===== src/rtl/vbc_pkg.sv =====
package vbc_pkg;
  typedef enum logic [2:0] {
    ST_IDLE,
    ST_LOOK,
    ST_WB,
    ST_FREQ,
    ST_FWAIT,
    ST_RESP
  } vbc_state_t;
endpackage


===== src/rtl/vbc_tlb.sv =====
module vbc_tlb #(
  parameter int SETS  = 4,
  parameter int TAG_W = 16,
  parameter int PPN_W = 12,
  localparam int IW    = $clog2(SETS),
  localparam int VPN_W = TAG_W + IW
) (
  input  logic             clk,
  input  logic             rst_n,
  input  logic [VPN_W-1:0] lk_vpn,
  input  logic             lk_touch,
  output logic             lk_hit,
  output logic [PPN_W-1:0] lk_ppn,
  input  logic             wr_en,
  input  logic [VPN_W-1:0] wr_vpn,
  input  logic [PPN_W-1:0] wr_ppn
);
  logic             vld [2][SETS];
  logic [TAG_W-1:0] tg  [2][SETS];
  logic [PPN_W-1:0] pp  [2][SETS];
  logic             lru [SETS];

  logic [IW-1:0]    lset, wset;
  logic [TAG_W-1:0] ltag, wtag;
  logic [1:0]       hv, wm;
  logic             wway;

  assign lset = lk_vpn[IW-1:0];
  assign ltag = lk_vpn[VPN_W-1:IW];
  assign wset = wr_vpn[IW-1:0];
  assign wtag = wr_vpn[VPN_W-1:IW];

  for (genvar w = 0; w < 2; w++) begin : g_way
    assign hv[w] = vld[w][lset] && (tg[w][lset] == ltag);
    assign wm[w] = vld[w][wset] && (tg[w][wset] == wtag);
  end

  assign lk_hit = |hv;
  assign lk_ppn = hv[1] ? pp[1][lset] : pp[0][lset];
  // Matching way first, so a page never occupies two ways.
  assign wway   = wm[1] ? 1'b1 : (wm[0] ? 1'b0 : lru[wset]);

  always_ff @(posedge clk) begin
    if (!rst_n) begin
      for (int s = 0; s < SETS; s++) begin
        vld[0][s] <= 1'b0;
        vld[1][s] <= 1'b0;
        lru[s]    <= 1'b0;
      end
    end else if (wr_en) begin
      vld[wway][wset] <= 1'b1;
      tg[wway][wset]  <= wtag;
      pp[wway][wset]  <= wr_ppn;
      lru[wset]       <= ~wway;
    end else if (lk_touch && lk_hit) begin
      lru[lset] <= ~hv[1];
    end
  end


  tlb_single_match_chk: assert property (@(posedge clk) disable iff (!rst_n)
    $onehot0(hv));
endmodule


===== src/rtl/vbc_cache_array.sv =====
module vbc_cache_array #(
  parameter int SETS   = 8,
  parameter int TAG_W  = 20,
  parameter int LINE_W = 64,
  localparam int IW    = $clog2(SETS)
) (
  input  logic                   clk,
  input  logic                   rst_n,
  input  logic [IW-1:0]          idx,
  output logic [1:0]             o_vld,
  output logic [1:0]             o_dty,
  output logic [1:0][TAG_W-1:0]  o_tag,
  output logic [1:0][LINE_W-1:0] o_data,
  output logic                   o_lru,
  input  logic                   wr_en,
  input  logic                   wr_way,
  input  logic [TAG_W-1:0]       wr_tag,
  input  logic [LINE_W-1:0]      wr_data,
  input  logic                   wr_dirty,
  input  logic                   touch_en,
  input  logic                   touch_way
);
  logic [1:0]        vld [SETS];
  logic [1:0]        dty [SETS];
  logic [TAG_W-1:0]  tg  [2][SETS];
  logic [LINE_W-1:0] dat [2][SETS];
  logic              lru [SETS];

  for (genvar w = 0; w < 2; w++) begin : g_rd
    assign o_tag[w]  = tg[w][idx];
    assign o_data[w] = dat[w][idx];
  end
  assign o_vld = vld[idx];
  assign o_dty = dty[idx];
  assign o_lru = lru[idx];

  always_ff @(posedge clk) begin
    if (!rst_n) begin
      for (int s = 0; s < SETS; s++) begin
        vld[s] <= '0;
        dty[s] <= '0;
        lru[s] <= 1'b0;
      end
    end else begin
      if (wr_en) begin
        vld[idx][wr_way] <= 1'b1;
        dty[idx][wr_way] <= wr_dirty;
        tg[wr_way][idx]  <= wr_tag;
        dat[wr_way][idx] <= wr_data;
      end
      if (touch_en) lru[idx] <= ~touch_way;
    end
  end
endmodule


===== src/rtl/vbc_lane.sv =====
module vbc_lane #(
  parameter int LINE_BYTES = 8,
  localparam int OFF_W  = $clog2(LINE_BYTES),
  localparam int LINE_W = 8 * LINE_BYTES
) (
  input  logic [LINE_W-1:0] line_in,
  input  logic [OFF_W-1:0]  off,
  input  logic [7:0]        wbyte,
  output logic [7:0]        rbyte,
  output logic [LINE_W-1:0] merged
);
  // Offset 0 occupies the most significant byte of the line.
  for (genvar b = 0; b < LINE_BYTES; b++) begin : g_byte
    assign merged[LINE_W-1-8*b -: 8] =
      (off == OFF_W'(b)) ? wbyte : line_in[LINE_W-1-8*b -: 8];
  end

  always_comb begin
    rbyte = '0;
    for (int b = 0; b < LINE_BYTES; b++) begin
      if (off == OFF_W'(b)) rbyte = line_in[LINE_W-1-8*b -: 8];
    end
  end
endmodule


===== src/rtl/vipt_byte_cache.sv =====
module vipt_byte_cache
  import vbc_pkg::*;
#(
  parameter int VA_W       = 32,
  parameter int PA_W       = 26,
  parameter int PAGE_W     = 14,
  parameter int DATA_W     = 32,
  parameter int TLB_SETS   = 4,
  parameter int C_SETS     = 8,
  parameter int LINE_BYTES = 8,
  localparam int VPN_W     = VA_W - PAGE_W,
  localparam int PPN_W     = PA_W - PAGE_W,
  localparam int TLB_IW    = $clog2(TLB_SETS),
  localparam int TLB_TAG_W = VPN_W - TLB_IW,
  localparam int OFF_W     = $clog2(LINE_BYTES),
  localparam int IDX_W     = $clog2(C_SETS),
  localparam int LINE_W    = 8 * LINE_BYTES,
  localparam int CTAG_W    = PA_W - OFF_W - IDX_W,
  localparam int BLK_W     = PA_W - OFF_W
) (
  input  logic              clk,
  input  logic              rst_n,
  input  logic              req_valid,
  output logic              req_ready,
  input  logic              req_write,
  input  logic [VA_W-1:0]   req_vaddr,
  input  logic [7:0]        req_wdata,
  output logic              rsp_valid,
  input  logic              rsp_ready,
  output logic [DATA_W-1:0] rsp_rdata,
  output logic              rsp_tlb_miss,
  input  logic              tlb_wr_en,
  input  logic [VPN_W-1:0]  tlb_wr_vpn,
  input  logic [PPN_W-1:0]  tlb_wr_ppn,
  output logic              mem_req_valid,
  input  logic              mem_req_ready,
  output logic              mem_req_write,
  output logic [BLK_W-1:0]  mem_req_addr,
  output logic [LINE_W-1:0] mem_req_wdata,
  input  logic              mem_rsp_valid,
  input  logic [LINE_W-1:0] mem_rsp_data
);
  vbc_state_t st;
  logic [VA_W-1:0] q_va;
  logic            q_wr;
  logic [7:0]      q_wd;
  logic [7:0]      r_byte;
  logic            r_miss;

  logic [VPN_W-1:0]  vpn;
  logic [IDX_W-1:0]  idx;
  logic [OFF_W-1:0]  off;
  logic              t_hit;
  logic [PPN_W-1:0]  t_ppn;
  logic [CTAG_W-1:0] pa_tag;

  logic [1:0]             c_vld, c_dty, chv;
  logic [1:0][CTAG_W-1:0] c_tag;
  logic [1:0][LINE_W-1:0] c_data;
  logic                   c_lru, chit, cway, vic, vic_dirty;
  logic [7:0]             l_rbyte;
  logic [LINE_W-1:0]      l_merged;

  logic              a_wr_en, a_wr_way, a_wr_dirty, a_touch;
  logic [LINE_W-1:0] a_wr_data;
  logic              look;

  assign vpn    = q_va[VA_W-1:PAGE_W];
  assign idx    = q_va[OFF_W+IDX_W-1:OFF_W];
  assign off    = q_va[OFF_W-1:0];
  assign pa_tag = {t_ppn, q_va[PAGE_W-1:OFF_W+IDX_W]};
  assign look   = (st == ST_LOOK);

  vbc_tlb #(.SETS(TLB_SETS), .TAG_W(TLB_TAG_W), .PPN_W(PPN_W)) u_tlb (
    .clk      (clk),
    .rst_n    (rst_n),
    .lk_vpn   (vpn),
    .lk_touch (look),
    .lk_hit   (t_hit),
    .lk_ppn   (t_ppn),
    .wr_en    (tlb_wr_en),
    .wr_vpn   (tlb_wr_vpn),
    .wr_ppn   (tlb_wr_ppn)
  );

  vbc_cache_array #(.SETS(C_SETS), .TAG_W(CTAG_W), .LINE_W(LINE_W)) u_arr (
    .clk       (clk),
    .rst_n     (rst_n),
    .idx       (idx),
    .o_vld     (c_vld),
    .o_dty     (c_dty),
    .o_tag     (c_tag),
    .o_data    (c_data),
    .o_lru     (c_lru),
    .wr_en     (a_wr_en),
    .wr_way    (a_wr_way),
    .wr_tag    (pa_tag),
    .wr_data   (a_wr_data),
    .wr_dirty  (a_wr_dirty),
    .touch_en  (a_touch),
    .touch_way (cway)
  );

  // Physical tag compare after the parallel set read and translation.
  for (genvar w = 0; w < 2; w++) begin : g_cmp
    assign chv[w] = c_vld[w] && (c_tag[w] == pa_tag);
  end
  assign chit      = |chv;
  assign cway      = chv[1];
  assign vic       = c_lru;
  assign vic_dirty = c_vld[vic] && c_dty[vic];

  vbc_lane #(.LINE_BYTES(LINE_BYTES)) u_lane (
    .line_in (c_data[cway]),
    .off     (off),
    .wbyte   (q_wd),
    .rbyte   (l_rbyte),
    .merged  (l_merged)
  );

  always_comb begin
    a_wr_en    = 1'b0;
    a_wr_way   = cway;
    a_wr_data  = l_merged;
    a_wr_dirty = 1'b1;
    if (look && t_hit && chit && q_wr) begin
      a_wr_en = 1'b1;
    end else if (st == ST_FWAIT && mem_rsp_valid) begin
      a_wr_en    = 1'b1;
      a_wr_way   = vic;
      a_wr_data  = mem_rsp_data;
      a_wr_dirty = 1'b0;
    end
  end
  assign a_touch = look && t_hit && chit;

  always_ff @(posedge clk) begin
    if (!rst_n) begin
      st     <= ST_IDLE;
      q_va   <= '0;
      q_wr   <= 1'b0;
      q_wd   <= '0;
      r_byte <= '0;
      r_miss <= 1'b0;
    end else begin
      case (st)
        ST_IDLE: if (req_valid) begin
          q_va <= req_vaddr;
          q_wr <= req_write;
          q_wd <= req_wdata;
          st   <= ST_LOOK;
        end
        ST_LOOK: begin
          if (!t_hit) begin
            r_miss <= 1'b1;
            r_byte <= '0;
            st     <= ST_RESP;
          end else if (chit) begin
            r_miss <= 1'b0;
            r_byte <= q_wr ? 8'h00 : l_rbyte;
            st     <= ST_RESP;
          end else begin
            st <= vic_dirty ? ST_WB : ST_FREQ;
          end
        end
        ST_WB:    if (mem_req_ready) st <= ST_FREQ;
        ST_FREQ:  if (mem_req_ready) st <= ST_FWAIT;
        ST_FWAIT: if (mem_rsp_valid) st <= ST_LOOK;
        ST_RESP:  if (rsp_ready)     st <= ST_IDLE;
        default:  st <= ST_IDLE;
      endcase
    end
  end

  assign req_ready     = (st == ST_IDLE);
  assign rsp_valid     = (st == ST_RESP);
  assign rsp_rdata     = {{(DATA_W-8){1'b0}}, r_byte};
  assign rsp_tlb_miss  = r_miss;
  assign mem_req_valid = (st == ST_WB) || (st == ST_FREQ);
  assign mem_req_write = (st == ST_WB);
  assign mem_req_addr  = (st == ST_WB) ? {c_tag[vic], idx} : {pa_tag, idx};
  assign mem_req_wdata = c_data[vic];


  cache_single_hit_chk: assert property (@(posedge clk) disable iff (!rst_n)
    $onehot0(chv));


  mem_hold_chk: assert property (@(posedge clk) disable iff (!rst_n)
    mem_req_valid && !mem_req_ready |=> mem_req_valid && $stable(mem_req_addr)
      && $stable(mem_req_write) && $stable(mem_req_wdata));


  rsp_hold_chk: assert property (@(posedge clk) disable iff (!rst_n)
    rsp_valid && !rsp_ready |=> rsp_valid && $stable(rsp_rdata) && $stable(rsp_tlb_miss));


  wb_then_fill_chk: assert property (@(posedge clk) disable iff (!rst_n)
    mem_req_valid && mem_req_write && mem_req_ready |=> mem_req_valid && !mem_req_write);


  busy_no_accept_chk: assert property (@(posedge clk) disable iff (!rst_n)
    mem_req_valid |-> !req_ready && !rsp_valid);


  tlb_miss_zero_chk: assert property (@(posedge clk) disable iff (!rst_n)
    rsp_valid && rsp_tlb_miss |-> rsp_rdata == '0);
endmodule


===== config.mk =====
export PLATFORM = sky130hd
export DESIGN_NAME = vipt_byte_cache
export DESIGN_NICKNAME = d
export VERILOG_FILES = /design/src/rtl/vbc_pkg.sv /design/src/rtl/vbc_tlb.sv /design/src/rtl/vbc_cache_array.sv /design/src/rtl/vbc_lane.sv /design/src/rtl/vipt_byte_cache.sv
export SDC_FILE = /design/constraint.sdc
export NUM_CORES = 2
export LEC_CHECK = 0
export ABC_AREA = 1
export BUFFER_PORTS_ARGS = -buffer_cell sky130_fd_sc_hd__buf_4
export CELL_PAD_IN_SITES_DETAIL_PLACEMENT = 0
export CELL_PAD_IN_SITES_GLOBAL_PLACEMENT = 1
export CORE_ASPECT_RATIO = 1.2
export CORE_MARGIN = 5
export CORE_UTILIZATION = 51
export DETAILED_ROUTE_END_ITERATION = 8
export PLACE_DENSITY = 0.84
export SLEW_MARGIN = 20
export SYNTH_ARGS = -nofsm -noshare
export SYNTH_HDL_FRONTEND = slang
export SYNTH_SLANG_ARGS = --single-unit

===== constraint.sdc =====
create_clock -name clk -period 13.4 [get_ports clk]
set_input_delay 2.01 -clock clk [delete_from_list [all_inputs] [get_ports clk]]
set_output_delay 2.01 -clock clk [all_outputs]
set_load 0.1 [all_outputs]

# --- After elaboration in Yosys (flattened, before gate mapping) ---
# Memories as Yosys holds them, arrays and structs flattened. A register that Yosys moved wholly into a read port is not among the register bits.
# Cells that the tools add are included.
op_classes:
  order_cmp: 9
  eq_ne: 24
  mux: 149
  bitwise_logic: 6
  reduce_logical: 28
ops:
  columns: ["cell", "n"]
  rows:
  - ["64-bit two-way mux", 12]
  - ["512-bit two-way mux", 1]
  - ["64-bit binary-select mux with 3-bit select", 2]
  - ["64-bit demux with 3-bit select", 1]
  - ["160-bit two-way mux", 1]
  - ["8-bit two-way mux", 19]
  - ["16-bit two-way mux", 9]
  - ["20-bit two-way mux", 7]
  - ["16-bit binary-select mux with 2-bit select", 4]
  - ["20-bit binary-select mux with 3-bit select", 2]
  - ["12-bit two-way mux", 6]
  - ["16-bit == test", 4]
  - ["20-bit demux with 3-bit select", 1]
  - ["12-bit binary-select mux with 2-bit select", 2]
  - ["3-bit two-way mux", 16]
  - ["48-bit two-way mux", 1]
  - ["1-bit two-way mux", 45]
  - ["20-bit == test", 2]
  - ["16-bit demux with 2-bit select", 1]
  - ["12-bit demux with 2-bit select", 1]
  - ["23-bit two-way mux", 1]
  - ["3-bit == test (second input constant)", 6]
  - ["3-bit case mux with 6 select lines", 1]
  - ["1-bit logical AND", 14]
  - ["25 further kinds", 57]
word_totals:
  regBits: 53
  ramBits: 1620
  inputBits: 142
  output_inout_bits: 124
  wordCells: 231
  n_memories: 9
memory_table:
  columns: ["memory", "depth", "width", "read_ports", "rd_ports_with_merged_regs", "write_ports", "line_no", "rtl"]
  rows:
  - ["u_arr.dat", 2, 512, 2, 0, 1, "vbc_cache_array.sv:26", "logic [LINE_W-1:0] dat [2][SETS];"]
  - ["u_arr.tg", 2, 160, 2, 0, 1, "vbc_cache_array.sv:25", "logic [TAG_W-1:0] tg [2][SETS];"]
  - ["u_tlb.tg", 2, 64, 2, 0, 1, "vbc_tlb.sv:19", "logic [TAG_W-1:0] tg [2][SETS];"]
  - ["u_tlb.pp", 2, 48, 2, 0, 1, "vbc_tlb.sv:20", "logic [PPN_W-1:0] pp [2][SETS];"]
  - ["u_arr.dty", 8, 2, 1, 1, 8, "vbc_cache_array.sv:24", "logic [1:0] dty [SETS];"]
  - ["u_arr.vld", 8, 2, 1, 1, 8, "vbc_cache_array.sv:23", "logic [1:0] vld [SETS];"]
  - ["3 more memories", null, null, null, null, null, null, null]

# --- Depth between registers and ports, before layout ---
depth:
  depth_word: 22
  mapped_depth: 33
  ltp_nobuf: 28

# --- Cells and area by module ---
# From an unflattened synthesis, not the netlist that was laid out.
unflattened:
  hier_cells: 8201
  hier_area_um2: 76105.5
by_module_without_submodules:
  columns: ["mod", "instances", "cells_per_inst", "area_per_inst_um2", "seq_area_each_um2"]
  rows:
  - ["vbc_cache_array", 1, 5438, 57128.5, 41319.6]
  - ["vbc_tlb", 1, 1391, 11931.4, 6976.7]
  - ["vipt_byte_cache", 1, 1106, 5679.2, 1061.0]
  - ["vbc_lane", 1, 266, 1366.3, 0.0]

# --- Least setup slack after synthesis ---
# Ideal clock, no wire load.
synth_path:
  path_type: "reg2out"
  start: "register q_va[4]"
  end: "output mem_req_wdata[20]"
  arrival_ns: 4.654
  required_time_ns: 11.390
  slack_ns: 6.736
  path_stages_with_launch: 13
  path_buffers: 5
  path_cell_list: "dfxtp_1 > inv_1 > nand3_1 > inv_2 > buf_1 > clkbuf_1 > buf_1 > clkbuf_1 > clkbuf_1 > a22oi_1 > nand3_1 > inv_1 > o21ai_0"
synth_via:
  elab_chain_len: 6
  word_cells_on_any_way: 9
  classes_between: "8 x mux; 1 x bitwise"
synth_lines:
  columns: ["element", "line_no", "rtl"]
  rows:
  - ["start: declaration", "vipt_byte_cache.sv:44", "logic [VA_W-1:0] q_va;"]
  - ["start signal: assignment", "vipt_byte_cache.sv:148", "q_va <= req_vaddr;"]
  - ["3-bit NOT with 4-bit output (implied by the code) *", "vbc_cache_array.sv:31", "assign o_data[w] = dat[w][idx];"]
  - ["64-bit binary-select mux with 3-bit select", "vbc_cache_array.sv:31", null]
  - ["64-bit two-way mux (implied by the code) (2 in a row)", "vbc_cache_array.sv:31", null]
  - ["64-bit two-way mux (implied by the code) * (2 in a row)", "vipt_byte_cache.sv:182", "assign mem_req_wdata = c_data[vic];"]
  - ["end: declaration", "vipt_byte_cache.sv:39", "output logic [LINE_W-1:0] mem_req_wdata,"]
# Mark *: on every way between the ends. The rest lies on a longest branch, timed or not. The select of a mux whose other input is x is not followed.

# --- Worst setup path after layout ---
layout_path:
  start: "register q_va[4]"
  end: "memory u_arr.dat[0][179] (netlist bit) (enable)"
layout_via:
  elab_chain_len: 13
  word_cells_on_any_way: 25
  classes_between: "2 x order compare; 2 x eq/ne; 14 x mux; 1 x bitwise; 6 x reduce/logical"
layout_lines:
  columns: ["element", "line_no", "rtl"]
  rows:
  - ["3-bit NOT with 4-bit output (implied by the code) *", "vbc_cache_array.sv:30, vbc_cache_array.sv:49", null]
  - ["20-bit binary-select mux with 3-bit select", "vbc_cache_array.sv:30", "assign o_tag[w] = tg[w][idx];"]
  - ["20-bit two-way mux (implied by the code) (2 in a row)", "vbc_cache_array.sv:30", null]
  - ["20-bit == test", "vipt_byte_cache.sv:106", "assign chv[w] = c_vld[w] && (c_tag[w] == pa_tag);"]
  - ["1-bit logical AND", "vipt_byte_cache.sv:106", null]
  - ["2-bit OR reduction", "vipt_byte_cache.sv:108", "assign chit = |chv;"]
  - ["1-bit logical AND (2 in a row)", "vipt_byte_cache.sv:126", "if (look && t_hit && chit && q_wr) begin"]
  - ["1-bit two-way mux", "vipt_byte_cache.sv:126", null]
  - ["1-bit two-way mux", "vbc_cache_array.sv:45", "if (wr_en) begin"]
  - ["1-bit two-way mux", "vbc_cache_array.sv:38", "if (!rst_n) begin"]
  - ["512-bit two-way mux (implied by the code)", "vbc_cache_array.sv:49", "dat[wr_way][idx] <= wr_data;"]
  - ["end: declaration", "vbc_cache_array.sv:26", null]
# Marked as above.

==> results_dict.tcl <==
set metrics [dict create \
    fin_nets 5656 \
    cp.required_ps 13800 \
    cts_tree "built" \
    gp_congestion 0.943 \
    avgSynthCellArea_um2 12.8 \
    first_pass_iters 6 \
    yosysUniqueCellTypes 59 \
    synth_mux_area_share_pct 0 \
    clk_latency_ps 810 \
    route.detailed.wl_per_inst_um 28.0 \
    cts-root-buf "clkbuf_16" \
    final_core_util_pct 58.0 \
    die_area_um2 141000 \
    die_x_um 344 \
    drive_gt1_share_pct 12.5 \
    setup_tns_ps 0 \
    synth-compound-area-share_pct 11.2 \
    final_common_cell "edfxtp_1" \
    h-tree-depth 4 \
    area_growth_pct 13.5 \
    cap_violations 0 \
    power.density_nw_per_um2 186 \
    crit_type "flip-flop to flip-flop" \
    io_pins 266 \
    ctsResizeCount 0 \
    clkSinkCount 1676 \
    globalRouteMet3Util_pct 6.01 \
    grt_pass1_vias 44239 \
    arrival_ps 8580 \
    grtUsageTotal_pct 28.8 \
    max_freq_ghz 0.122 \
    syn_area_um2 68100 \
    synth_top_family_by_area "simple AND/OR/NAND/NOR gates" \
    async_reset_ff_share_pct 0 \
    finalMaxSlewViolations 0 \
    fin_crit_sh_pct 61.0 \
    cts_hold_buf 0 \
    start_util_pct 51.1 \
    cts_buffers 162 \
    status "complete, no violations" \
    drc_errors 0 \
    dp_hpwl_um 119000 \
    die_h_um 410 \
    crit_path_start_kind "flip-flop" \
    clk_pin_slew_worst_paths_ps 60 \
    netlist_instances 5340 \
    dp_cells 7138 \
    numPortBuffers 241 \
    ir_worst_vdd_uv 193 \
    grt_start_max_net_pins 118 \
    ant_nets 0 \
    ys_ff_latch 1676 \
    final_cells 7442 \
    vias_per_cell 6.25 \
    use_met2_pct 47.2 \
    row_count 147 \
    antenna_found_initial 1 \
    final-setup-viol-count 0 \
    postCtsSetupRepairBufs 0 \
    hold_viol 0 \
    rsz0062_at_grt "no" \
    grt-ovfl-total 0 \
    grt_pass1_wl_um 298000 \
    worstPathMaxFanout 70 \
    worstMarginPinSlew_ps 1120 \
    fin_crit_ps 8180 \
    p_leak_nw 27.1 \
    synth_xor_area_share_pct 0.410 \
    grt_util_met1_pct 37.9 \
    worst_setup_path_end_kind "flip-flop" \
    routed_wl_um 208000 \
    hold_path_class "flip-flop to flip-flop" \
    busiest_layer "met2" \
    clock_skew_ps 38.7 \
    slew_headroom_pct 25.1 \
    vias 46479 \
    core_area_um2 133000 \
    seq_area_frac_synth_pct 72.5 \
    drt_iter0_markers 5685 \
    synth_edf_count 1585 \
    clk_path_buf_depth 3 \
    synth_top_flop_cell "edfxtp_1" \
    final_cell_mix "edfxtp_1, nand2_1, buf_4" \
    synth-simple-area-share_pct 12.1 \
    yosys_warnings 0 \
    synthAdderAreaFrac_pct 0 \
]
-- per-stage QoR --
step	hold WS [ps]	cell area, um^2	total power [mW]	setup WS, ps
after global routing	456	77300	14.8	4920
final	445	77300	14.4	5220
after floorplan	418	68200	8.64	6740
after CTS	442	77200	14.4	5300
after detailed placement	432	71700	9.75	5400
after global placement	430	71600	9.70	5480
-- synthesized netlist by cell type, types with 4 or more instances --
cell	n	area, um^2
a31oi_1	45	282
nor2_1	228	856
a22oi_1	180	1350
xor2_1	21	184
buf_6	5	56.3
nand4_4	10	213
nand3b_1	12	90.1
o22ai_1	56	350
or2_2	14	87.6
buf_1	66	248
edfxtp_1	1585	47600
buf_4	28	210
o211ai_1	13	97.6
nand2_2	15	93.8
a21oi_1	154	771
buf_2	53	265
nor4_1	6	37.5
xnor2_1	9	78.8
o2bb2ai_1	5	43.8
nand2_1	1193	4480
nand3_1	199	996
nor3_1	24	120
inv_2	12	45.0
clkinv_1	6	22.5
nor2_4	4	45.0
a22o_1	166	1450
nand4_1	171	1070
inv_1	266	998
o21ai_0	296	1480
o21ai_1	18	90.1
a221oi_1	172	1510
clkbuf_1	176	661
dfxtp_1	91	1820
o2111ai_1	4	35.0
-- critical path, cell delays in order, from the launching register on --
cell and delay, ps:
dfxtp_1 470, inv_1 410, nand3_1 390, inv_6 660
buf_4 730, buf_4 830, a22oi_1 210, nand4_1 190
nand2_1 70, nand2_1 120, nand3_2 90, nor4_4 400
nand2_4 160, nand2_2 140, nand2_4 110, o21ai_4 700
nand4_1 450, inv_6 530, buf_4 930
-- metal layers --
metal	share of wire [%]	wire length, um	vias up
li1	-	-	20164
met1	37	76100	22917
met2	48	101000	2955
met3	11	22600	443
met4	4.2	8700	0
met5	0	0	-
-- cells by family after synthesis --
| logic type | Yosys count |
|---|---|
| simple gates | 1893 |
| flops | 1676 |
| buf+inv | 613 |
| compound gates | 1126 |
| other cells | 1 |
| xor+xnor | 31 |
-- sequential cells by signal (all words and copies together) (netlist names), 16 cells and up, named ones only --
name	flops
u_arr.vld	16
u_tlb.tg	128
u_tlb.pp	96
u_arr.dty	16
u_arr.dat	1024
q_va	32
u_arr.tg	320
-- power breakdown --
group	internal, mW	total (mW)	switching [mW]	leakage, nW
Combinational	0.699	3.38	2.68	9.31
Clock	2.68	4.69	2.01	2.66
Sequential	6.22	6.32	0.0945	15.1
-- final cells by class --
cell class | instances | area, um^2
well taps | 1788 | 2240
repair buffers | 316 | 2380
clock buffers | 203 | 4390
diodes | 2 | 5.00
multi-input cells | 3074 | 16600
fillers | 10473 | 56100
inverters | 284 | 1180
flip-flops and latches | 1676 | 49400
clock inverters | 99 | 1110
-- path summary, 6_finish.rpt --
path	startpoint	slack [ps]	cells past startpoint	endpoint
min	u_arr.vld[6][1]$_DFF_P_	440	2	u_arr.vld[6][1]$_DFF_P_
max	q_va[4]$_SDFFE_PN0P_	5220	18	u_arr.dat[0][179]$_DFFE_PP_
min reg2reg	u_arr.vld[6][1]$_DFF_P_	440	2	u_arr.vld[6][1]$_DFF_P_
max reg2reg	q_va[4]$_SDFFE_PN0P_	5220	18	u_arr.dat[0][179]$_DFFE_PP_
Power figures use the tool's default switching activity.
